==> src/rtl/rvdec_pkg.sv <==
package rvdec_pkg;

  localparam int unsigned ILEN    = 32;
  localparam int unsigned REG_AW  = 5;
  localparam int unsigned OPC_W   = 7;
  localparam int unsigned F3_W    = 3;
  localparam int unsigned F7_W    = 7;
  localparam int unsigned ALU_W   = 4;
  localparam int unsigned IMM12_W = 12;
  localparam int unsigned IMM20_W = 20;
  localparam int unsigned KIND_W  = 6;

  localparam logic [OPC_W-1:0] OPC_REG    = 7'h33;
  localparam logic [OPC_W-1:0] OPC_IMM    = 7'h13;
  localparam logic [OPC_W-1:0] OPC_LOAD   = 7'h03;
  localparam logic [OPC_W-1:0] OPC_JALR   = 7'h67;
  localparam logic [OPC_W-1:0] OPC_STORE  = 7'h23;
  localparam logic [OPC_W-1:0] OPC_BRANCH = 7'h63;
  localparam logic [OPC_W-1:0] OPC_LUI    = 7'h37;
  localparam logic [OPC_W-1:0] OPC_AUIPC  = 7'h17;
  localparam logic [OPC_W-1:0] OPC_JAL    = 7'h6F;

  localparam logic [F3_W-1:0] F3_SLL = 3'b001;
  localparam logic [F3_W-1:0] F3_SRX = 3'b101;

  // first member lands in the top bit, so fmt_r is bit 0
  typedef struct packed {
    logic fmt_j;
    logic fmt_u;
    logic fmt_b;
    logic fmt_s;
    logic fmt_i;
    logic fmt_r;
  } kind_t;

  typedef struct packed {
    logic [F7_W-1:0]   funct7;
    logic [REG_AW-1:0] rs2;
    logic [REG_AW-1:0] rs1;
    logic [F3_W-1:0]   funct3;
    logic [REG_AW-1:0] rd;
    logic [OPC_W-1:0]  opcode;
  } fields_t;

  typedef struct packed {
    logic [IMM20_W-1:0] imm_j;
    logic [IMM20_W-1:0] imm_u;
    logic [IMM12_W-1:0] imm_b;
    logic [IMM12_W-1:0] imm_s;
    logic [IMM12_W-1:0] imm_i;
  } imms_t;

endpackage

==> src/rtl/rvdec_stage_reg.sv <==
module rvdec_stage_reg #(
  parameter int unsigned DATA_W = 65
) (
  input  logic              clk,
  input  logic              rst_n,
  input  logic              flush,
  input  logic              advance,
  input  logic              d_valid,
  input  logic [DATA_W-1:0] d_data,
  output logic              q_valid,
  output logic [DATA_W-1:0] q_data
);

  logic load_data;
  assign load_data = advance & d_valid & ~flush;

  // valid bit: flush first, then stall, then take input (bubble if none)
  always_ff @(posedge clk or negedge rst_n) begin
    if (!rst_n) begin
      q_valid <= 1'b0;
    end else if (flush) begin
      q_valid <= 1'b0;
    end else if (advance) begin
      q_valid <= d_valid;
    end
  end

  // payload carries no reset: its value is meaningless while q_valid is low
  always_ff @(posedge clk) begin
    if (load_data) begin
      q_data <= d_data;
    end
  end

endmodule

==> src/rtl/rvdec_field_split.sv <==
module rvdec_field_split
  import rvdec_pkg::*;
(
  input  logic [ILEN-1:0] instr,
  output fields_t         fld,
  output kind_t           kind
);

  always_comb begin
    fld.opcode = instr[6:0];
    fld.rd     = instr[11:7];
    fld.funct3 = instr[14:12];
    fld.rs1    = instr[19:15];
    fld.rs2    = instr[24:20];
    fld.funct7 = instr[31:25];
  end

  always_comb begin
    kind = '0;
    case (instr[6:0])
      OPC_REG:                      kind.fmt_r = 1'b1;
      OPC_IMM, OPC_LOAD, OPC_JALR:  kind.fmt_i = 1'b1;
      OPC_STORE:                    kind.fmt_s = 1'b1;
      OPC_BRANCH:                   kind.fmt_b = 1'b1;
      OPC_LUI, OPC_AUIPC:           kind.fmt_u = 1'b1;
      OPC_JAL:                      kind.fmt_j = 1'b1;
      default:                      kind = '0;
    endcase
  end

endmodule

==> src/rtl/rvdec_alu_imm.sv <==
module rvdec_alu_imm
  import rvdec_pkg::*;
(
  input  logic [ILEN-1:0]  instr,
  input  logic             is_r,
  input  logic             is_i,
  output logic [ALU_W-1:0] alu_code,
  output imms_t            imm
);

  logic [F3_W-1:0] f3;
  logic            shift_imm;
  logic            alt_bit;

  assign f3        = instr[14:12];
  assign alt_bit   = instr[30];
  assign shift_imm = (instr[6:0] == OPC_IMM) & ((f3 == F3_SLL) | (f3 == F3_SRX));

  // U format and all non-ALU formats fall through to zero
  always_comb begin
    if (is_r || shift_imm) begin
      alu_code = {f3, alt_bit};
    end else if (is_i) begin
      alu_code = {f3, 1'b0};
    end else begin
      alu_code = '0;
    end
  end

  always_comb begin
    imm.imm_i = instr[31:20];
    imm.imm_s = {instr[31:25], instr[11:7]};
    imm.imm_b = {instr[31], instr[7], instr[30:25], instr[11:8]};
    imm.imm_u = instr[31:12];
    imm.imm_j = {instr[31], instr[19:12], instr[20], instr[30:21]};
  end

endmodule

==> src/rtl/rv_decode_stage.sv <==
module rv_decode_stage
  import rvdec_pkg::*;
#(
  parameter int unsigned PC_W = 32
) (
  input  logic                clk,
  input  logic                rst_n,
  input  logic                in_valid,
  output logic                in_ready,
  input  logic [ILEN-1:0]     in_instr,
  input  logic [PC_W-1:0]     in_pc,
  input  logic                in_taken,
  output logic [REG_AW-1:0]   rf_rs1_addr,
  output logic [REG_AW-1:0]   rf_rs2_addr,
  output logic                rf_stall,
  input  logic                flush,
  output logic                out_valid,
  input  logic                out_ready,
  output logic                out_bubble,
  output logic [ILEN-1:0]     out_instr,
  output logic [PC_W-1:0]     out_pc,
  output logic                out_taken,
  output logic [OPC_W-1:0]    out_opcode,
  output logic [REG_AW-1:0]   out_rd,
  output logic [F3_W-1:0]     out_funct3,
  output logic [REG_AW-1:0]   out_rs1,
  output logic [REG_AW-1:0]   out_rs2,
  output logic [F7_W-1:0]     out_funct7,
  output logic [KIND_W-1:0]   out_kind,
  output logic [ALU_W-1:0]    out_alu_code,
  output logic [IMM12_W-1:0]  out_imm_i,
  output logic [IMM12_W-1:0]  out_imm_s,
  output logic [IMM12_W-1:0]  out_imm_b,
  output logic [IMM20_W-1:0]  out_imm_u,
  output logic [IMM20_W-1:0]  out_imm_j
);

  localparam int unsigned PKT_W = 1 + PC_W + ILEN;

  logic [PKT_W-1:0] pkt_d;
  logic [PKT_W-1:0] pkt_q;
  logic             vld_q;
  fields_t          fld;
  kind_t            kind;
  imms_t            imm;

  // back-pressure passes straight through; no local stall source
  assign in_ready = out_ready;
  assign rf_stall = ~out_ready;

  // register-file addresses bypass the stage register to meet a 1-cycle read
  assign rf_rs1_addr = in_instr[19:15];
  assign rf_rs2_addr = in_instr[24:20];

  assign pkt_d = {in_taken, in_pc, in_instr};

  rvdec_stage_reg #(
    .DATA_W (PKT_W)
  ) u_stage (
    .clk     (clk),
    .rst_n   (rst_n),
    .flush   (flush),
    .advance (out_ready),
    .d_valid (in_valid),
    .d_data  (pkt_d),
    .q_valid (vld_q),
    .q_data  (pkt_q)
  );

  assign out_instr = pkt_q[ILEN-1:0];
  assign out_pc    = pkt_q[ILEN +: PC_W];
  assign out_taken = pkt_q[PKT_W-1];

  // flush hides the payload in the cycle it is raised
  assign out_valid  = vld_q & ~flush;
  assign out_bubble = ~out_valid;

  rvdec_field_split u_split (
    .instr (out_instr),
    .fld   (fld),
    .kind  (kind)
  );

  rvdec_alu_imm u_aluimm (
    .instr    (out_instr),
    .is_r     (kind.fmt_r),
    .is_i     (kind.fmt_i),
    .alu_code (out_alu_code),
    .imm      (imm)
  );

  assign out_opcode = fld.opcode;
  assign out_rd     = fld.rd;
  assign out_funct3 = fld.funct3;
  assign out_rs1    = fld.rs1;
  assign out_rs2    = fld.rs2;
  assign out_funct7 = fld.funct7;
  assign out_kind   = kind;
  assign out_imm_i  = imm.imm_i;
  assign out_imm_s  = imm.imm_s;
  assign out_imm_b  = imm.imm_b;
  assign out_imm_u  = imm.imm_u;
  assign out_imm_j  = imm.imm_j;

endmodule

==> config.mk <==
export PLATFORM = sky130hd
export DESIGN_NAME = rv_decode_stage
export DESIGN_NICKNAME = d
export VERILOG_FILES = /design/src/rtl/rvdec_pkg.sv /design/src/rtl/rvdec_stage_reg.sv /design/src/rtl/rvdec_field_split.sv /design/src/rtl/rvdec_alu_imm.sv /design/src/rtl/rv_decode_stage.sv
export SDC_FILE = /design/constraint.sdc
export NUM_CORES = 1
export LEC_CHECK = 0
export ABC_AREA = 0
export CELL_PAD_IN_SITES_DETAIL_PLACEMENT = 1
export CELL_PAD_IN_SITES_GLOBAL_PLACEMENT = 2
export CORE_AREA = 5 5 100 102
export DETAILED_ROUTE_END_ITERATION = 10
export DIE_AREA = 0 0 105 107
export DONT_BUFFER_PORTS = 1
export GPL_TIMING_DRIVEN = 0
export PLACE_DENSITY = 0.8
export SKIP_CTS_REPAIR_TIMING = 1
export SLEW_MARGIN = 5
export SYNTH_ARGS = -nofsm -noshare
export SYNTH_HDL_FRONTEND = slang
export SYNTH_SLANG_ARGS = --single-unit
==> constraint.sdc <==
create_clock -name clk -period 3.3 [get_ports clk]
set_input_delay 0.66 -clock clk [delete_from_list [all_inputs] [get_ports clk]]
set_output_delay 0.66 -clock clk [all_outputs]
set_load 0.02 [all_outputs]
==> results of run 1 <==
metal layers:
layer | GRT usage | vias up | wire length, um
met1 | 0.106 | 710 | 2120
li1 | - | 643 | -
met4 | 0.0411 | 4 | 96
met5 | 0 | - | 34
met2 | 0.197 | 143 | 3760
met3 | 0.0981 | 11 | 1160
layout make-up:
type | count | area (sq um) | share of cell area
inverter | 4 | 15.0 | 0.00431
multi-input combinational | 25 | 209 | 0.0600
tap | 111 | 139 | 0.0399
sequential | 66 | 1980 | 0.568
clock buffer | 9 | 124 | 0.0356
clock inverter | 7 | 43.8 | 0.0126
buffer | 121 | 908 | 0.261
timing repair buffer | 4 | 67.6 | 0.0194
sequential cells by signal (all words and copies together) (netlist names):
register,flops
u_stage.q_valid,1
u_stage.q_data,65
critical path: stages (launching register included):
cell	delay (ns)
edfxtp_1	0.54
nand3b_4	0.29
nor4_1	0.80
worst min-delay path by stage:
stage	slack, ns	end	startpoint	depth (start not counted)
4_1_cts	-0.01	u_stage.q_valid$_DFFE_PN0P_	rst_n	0
5_1_grt	0.35	u_stage.q_valid$_DFFE_PN0P_	flush	1
2_1_floorplan	0.36	u_stage.q_valid$_DFFE_PN0P_	rst_n	0
6_report	0.39	u_stage.q_valid$_DFFE_PN0P_	flush	1
3_3_place_gp	0.36	u_stage.q_valid$_DFFE_PN0P_	rst_n	0
3_5_place_dp	0.36	u_stage.q_valid$_DFFE_PN0P_	rst_n	0
power by group through the flow:
stage                     logic (mW)  registers, mW  clock network [mW]
after floorplan                0.208           1.06                   0
after global placement         0.223           1.07                   0
after detailed placement       0.230           1.07                   0
after CTS                      0.231           1.06               0.622
after global routing           0.238           1.06               0.669
final                          0.228           1.05               0.589
cells by family after synthesis:
logic type / share of synthesized area
buffers and inverters: 0.298
flip-flops: 0.638
AND/OR/NAND/NOR: 0.0513
AO/OA/AOI/OAI: 0.00929
multiplexers: 0.00323
through the flow:
step | setup WS (ns) | utilization | std cells | TNS, ns
2_1_floorplan | 0.352 | - | 216 | 0
3_3_place_gp | -0.344 | 0.360 | 327 | -22.05
3_5_place_dp | 1.02 | 0.366 | 330 | 0
4_1_cts | 0.633 | 0.385 | 346 | 0
5_1_grt | 0.562 | 0.386 | 347 | 0
6_report | 0.674 | 0.386 | 347 | 0
placed cells by master (no fill, tap or decap), drive strengths merged, types with 2 or more instances in the layout:
cell | synthesis | layout
nor4 | 2 | 2
edfxtp | 65 | 65
nor2 | 3 | 3
inv | 4 | 6
buf | 121 | 124
clkinv | 0 | 5
nor3b | 4 | 4
nand2 | 3 | 3
nand2b | 2 | 2
clkbuf | 0 | 9
nor3 | 3 | 3
==> impl_metrics.tcl, run 1 <==
set metrics [dict create \
    internal_power_mw 1.33 \
    comb_power_share 0.122 \
    tightest_slew_ns 0.930 \
    power_density_nw_per_um2 537 \
    dr.pass1.iters 4 \
    synth_area_leaders "edfxtp_1, buf_4, nor3b_2" \
    yosys_most_used_dff "edfxtp_1" \
    p_seq_frac 0.563 \
    synth_area_leader_cell "edfxtp_1" \
    final_nets 301 \
    cap_viol_max_count 0 \
    fin_area_sq_um 3480 \
    grt_use_total 0.118 \
    cts_tree "built" \
    clock-sinks 66 \
    crit_path_end "out_kind[2]" \
    antenna_found_initial 2 \
    vias_per_cell 4.35 \
    final_max_slew_viol_count 0 \
    hold_viol 0 \
    die_x_um 105 \
    first_iter_violations 57 \
    rows 35 \
    outcome "finished clean" \
    rrSetupSlack_ns 2.63 \
    grt_max_degree 21 \
    portBuffers 0 \
    hold_ws_ns 0.386 \
    finalCriticalPeriod_ns 2.63 \
    cts_buffer_depth 2 \
    reg2reg_to "u_stage.q_valid$_DFFE_PN0P_" \
    yosysTopAreaCellShare 0.630 \
    clk-insertion-delay-late_ns 0.33 \
    ys_async_sr_fraction 0.0152 \
    cts_max_level 3 \
    cts_root_buf "clkbuf_8" \
    synth.most_common_cell "buf_4" \
    timing.fmax_ghz 0.381 \
    swShare 0.287 \
    coreArea_sq_um 9020 \
    drive_above_1_share 0.623 \
    remaining_drc_errors 0 \
    num_antenna_cells 0 \
    overflow 0 \
    setup_viol 0 \
    fillCellCount 921 \
    post-route-period-util 0.796 \
    yosysSeqAreaShare 0.638 \
    grt_pass1_wl_um 10000 \
    ys_top_cells_by_count "buf_4, edfxtp_1, inv_1" \
    cts_buffers 9 \
    critPathRequiredTime_ns 2.64 \
    syn_avg_cell_area_sq_um 14.3 \
    area_growth_pct 12.4 \
    rsz0062_at_grt "no" \
    routed_wl_um 7180 \
    syn_inst 216 \
    yosysWarnings 0 \
    syn-cell-area_sq_um 3100 \
    worstRegToRegCells 2 \
    cp.arrival_ns 1.97 \
    wl_per_cell_um 20.7 \
    syn-num-nets 286 \
    initial_core_util 0.343 \
    ir_drop_v 0.000193 \
    p_sw_uw 538 \
    p_leak_nw 1.41 \
    cts.clk_slew.worst_paths_ns 0.07 \
    worstSetupEndpointType "output pin" \
    gp_congestion 0.653 \
    power_frac_clock 0.315 \
    finalPower_mw 1.87 \
    critPathKind "flip-flop to output pin" \
    maxSlewHeadroom 0.374 \
    synth_edf_count 65 \
    die_area_sq_um 11200 \
    critPathLaunchType "flip-flop" \
    grt_pass1_vias 1677 \
    path_max_fanout 9 \
    startpoint "u_stage.q_data[3]$_DFFE_PP_" \
    dpl_cell_area_sq_um 3310 \
    fin_skew_ns 0 \
    io_pins 267 \
    hold_path_class "primary input to flip-flop" \
    fp.dieH_um 107 \
    ant_nets 0 \
    ys_ff_latch 66 \
    yosysUniqueCellTypes 21 \
    dp_hpwl_um 5840 \
    timing.rr.start "u_stage.q_valid$_DFFE_PN0P_" \
    dr_total_vias 1511 \
]
Note: power is estimated with default switching activity, not from simulation.
==> inputs of run 2 (changes only) <==
- CORE_AREA: 5 5 100 102 -> not set
- CORE_MARGIN: not set -> 5
- CORE_UTILIZATION: not set -> 32
- DIE_AREA: 0 0 105 107 -> not set
- PLACE_DENSITY: 0.8 -> 0.77
- clock period: 3.3 -> 2.41 ns (I/O delays scaled with it)
==> run 2 against run 1 <==
Against the previous run: count of clock-buffer cells in the layout up 1; worst setup slack worse by 0.52 ns; via count up 1.3%; register-to-register slack worse by 0.88 ns; die area up 4.6%; sequential power up 37%.
==> impl_metrics.tcl, run 2 (synthesis results as in run 1) <==
set metrics [dict create \
    outcome "finished clean" \
    final_util 0.371 \
    critPathLaunchType "flip-flop" \
    routed_wl_um 7070 \
    vias_per_cell 4.15 \
    fillCellCount 1009 \
    ant_nets 0 \
    cts_root_buf "clkbuf_8" \
    multi_input_area_sq_um 226 \
    critPathKind "flip-flop to output pin" \
    setup_slack_ns 0.154 \
    seqCellArea_sq_um 1980 \
    initial_core_util 0.323 \
    io_pins 267 \
    gp_congestion 0.681 \
    p_leak_nw 1.43 \
    drive_above_1_share 0.644 \
    reg.largest.list "u_stage.q_data x65, u_stage.q_valid x1" \
    grt_max_degree 21 \
    wl_per_cell_um 19.2 \
    remaining_drc_errors 0 \
    timing.fmax_ghz 0.443 \
    cts.clk_slew.worst_paths_ns 0.08 \
    portBuffers 0 \
    finalCriticalPeriod_ns 2.26 \
    clk-insertion-delay-late_ns 0.33 \
    cts_buffer_depth 2 \
    fp.dieH_um 108 \
    cap_viol_max_count 0 \
    die_x_um 108 \
    hold_viol 0 \
    ir_drop_v 0.000428 \
    antenna_found_initial 3 \
    final_max_slew_viol_count 0 \
    setup_viol 0 \
    cts_max_level 3 \
    regMostFlops "u_stage.q_data" \
    coreArea_sq_um 9590 \
    critPathRequiredTime_ns 1.93 \
    cts_buffers 9 \
    first_iter_violations 85 \
    overflow 0 \
    power_density_nw_per_um2 755 \
    worstSetupEndpointType "output pin" \
    rsz0062_at_grt "no" \
    final_nets 301 \
    tightest_slew_ns 0.681 \
    largest_register_ffs 65 \
    top_layer_used "met5" \
    maxSlewHeadroom 0.543 \
    die_area_sq_um 11700 \
    grt_use_total 0.110 \
    met2_length_um 3520 \
    area_growth_pct 15.0 \
    final_common_cell "buf_4" \
    wl_met3_um 1190 \
    post-route-period-util 0.936 \
    hold_path_class "primary input to flip-flop" \
    crit_family "simple AND/OR/NAND/NOR gates" \
    cp.arrival_ns 1.77 \
    grt_pass1_wl_um 9340 \
    grt_pass1_vias 1639 \
    post-place-ws_ns 0.339 \
    path_buf_inv 0 \
    rows 36 \
    mostFrequentLayoutCells "buf_4, edfxtp_1, clkbuf_8, inv_1" \
    clock-sinks 66 \
    path_max_fanout 6 \
    slowest_stage "edfxtp_1" \
    cp_cell_sequence "nand4b_2, a21boi_4, nor3b_2" \
    wl_met1_um 2180 \
    cts_tree "built" \
    dp_hpwl_um 5750 \
    dr_total_vias 1531 \
    slowest_delay_ns 0.55 \
    fin_skew_ns 0 \
    num_antenna_cells 0 \
    dr.pass1.iters 3 \
]
==> run 2: cell count changes in the layout (fill, tap and decap cells not counted) <==
cell	delta
inv_6	-1
clkinv_1	-2
nor3_2	+1
nor3_1	-1
nor4_2	+2
nor4_1	-2
clkbuf_8	+1
clkinvlp_4	+1
bufinv_16	+1
==> run 2: worst paths after layout <==
check,start,endpoint,slack [ns],cells after the start
worst max-delay path,u_stage.q_data[4]$_DFFE_PP_,out_alu_code[1],0.15,3
worst min-delay path,flush,u_stage.q_valid$_DFFE_PN0P_,0.20,1
worst max register to register,u_stage.q_valid$_DFFE_PN0P_,u_stage.q_valid$_DFFE_PN0P_,1.75,2
worst min register to register,u_stage.q_valid$_DFFE_PN0P_,u_stage.q_valid$_DFFE_PN0P_,0.53,2
max in group asynchronous,rst_n,u_stage.q_valid$_DFFE_PN0P_,1.96,1
min in group asynchronous,rst_n,u_stage.q_valid$_DFFE_PN0P_,0.35,1
==> run 2: per-stage QoR <==
| step | instance area, sq um | cells | power (mW) | TNS [ns] | hold slack (ns) |
|---|---|---|---|---|---|
| 6_report | 3560 | 369 | 2.69 | 0 | 0.200 |
| 5_1_grt | 3560 | 369 | 2.82 | 0 | 0.165 |
| 4_1_cts | 3540 | 368 | 2.74 | -0.0921 | -0.193 |
| 3_5_place_dp | 3330 | 352 | 1.78 | 0 | 0.186 |
| 3_3_place_gp | 3280 | 349 | 1.78 | -64.15 | 0.186 |
| 2_1_floorplan | 3110 | 216 | 1.74 | -21.17 | 0.186 |
==> run 2: worst reg2reg max path: stages (launching register included) <==
cell and delay, ns:
dfrtp_1 0.39, mux2i_1 0.12, nor2_1 0.05
==> run 2: final cells by class <==
type	count	area share
Tap cell	133	0.0467
Inverter	4	0.00421
Multi-Input combinational cell	25	0.0636
Timing Repair Buffer	4	0.0190
Buffer	121	0.255
Sequential cell	66	0.555
Clock buffer	10	0.0386
Clock inverter	6	0.0183
==> run 2: where the power goes <==
part           internal [mW]  switching (mW)
Clock                  0.508           0.428
Combinational          0.128           0.185
Sequential              1.33           0.117
==> run 2: per-layer routing <==
metal | track usage | up-vias
li1 | - | 645
met1 | 0.105 | 716
met2 | 0.178 | 149
met3 | 0.0758 | 15
met4 | 0.0595 | 6
met5 | 0 | -
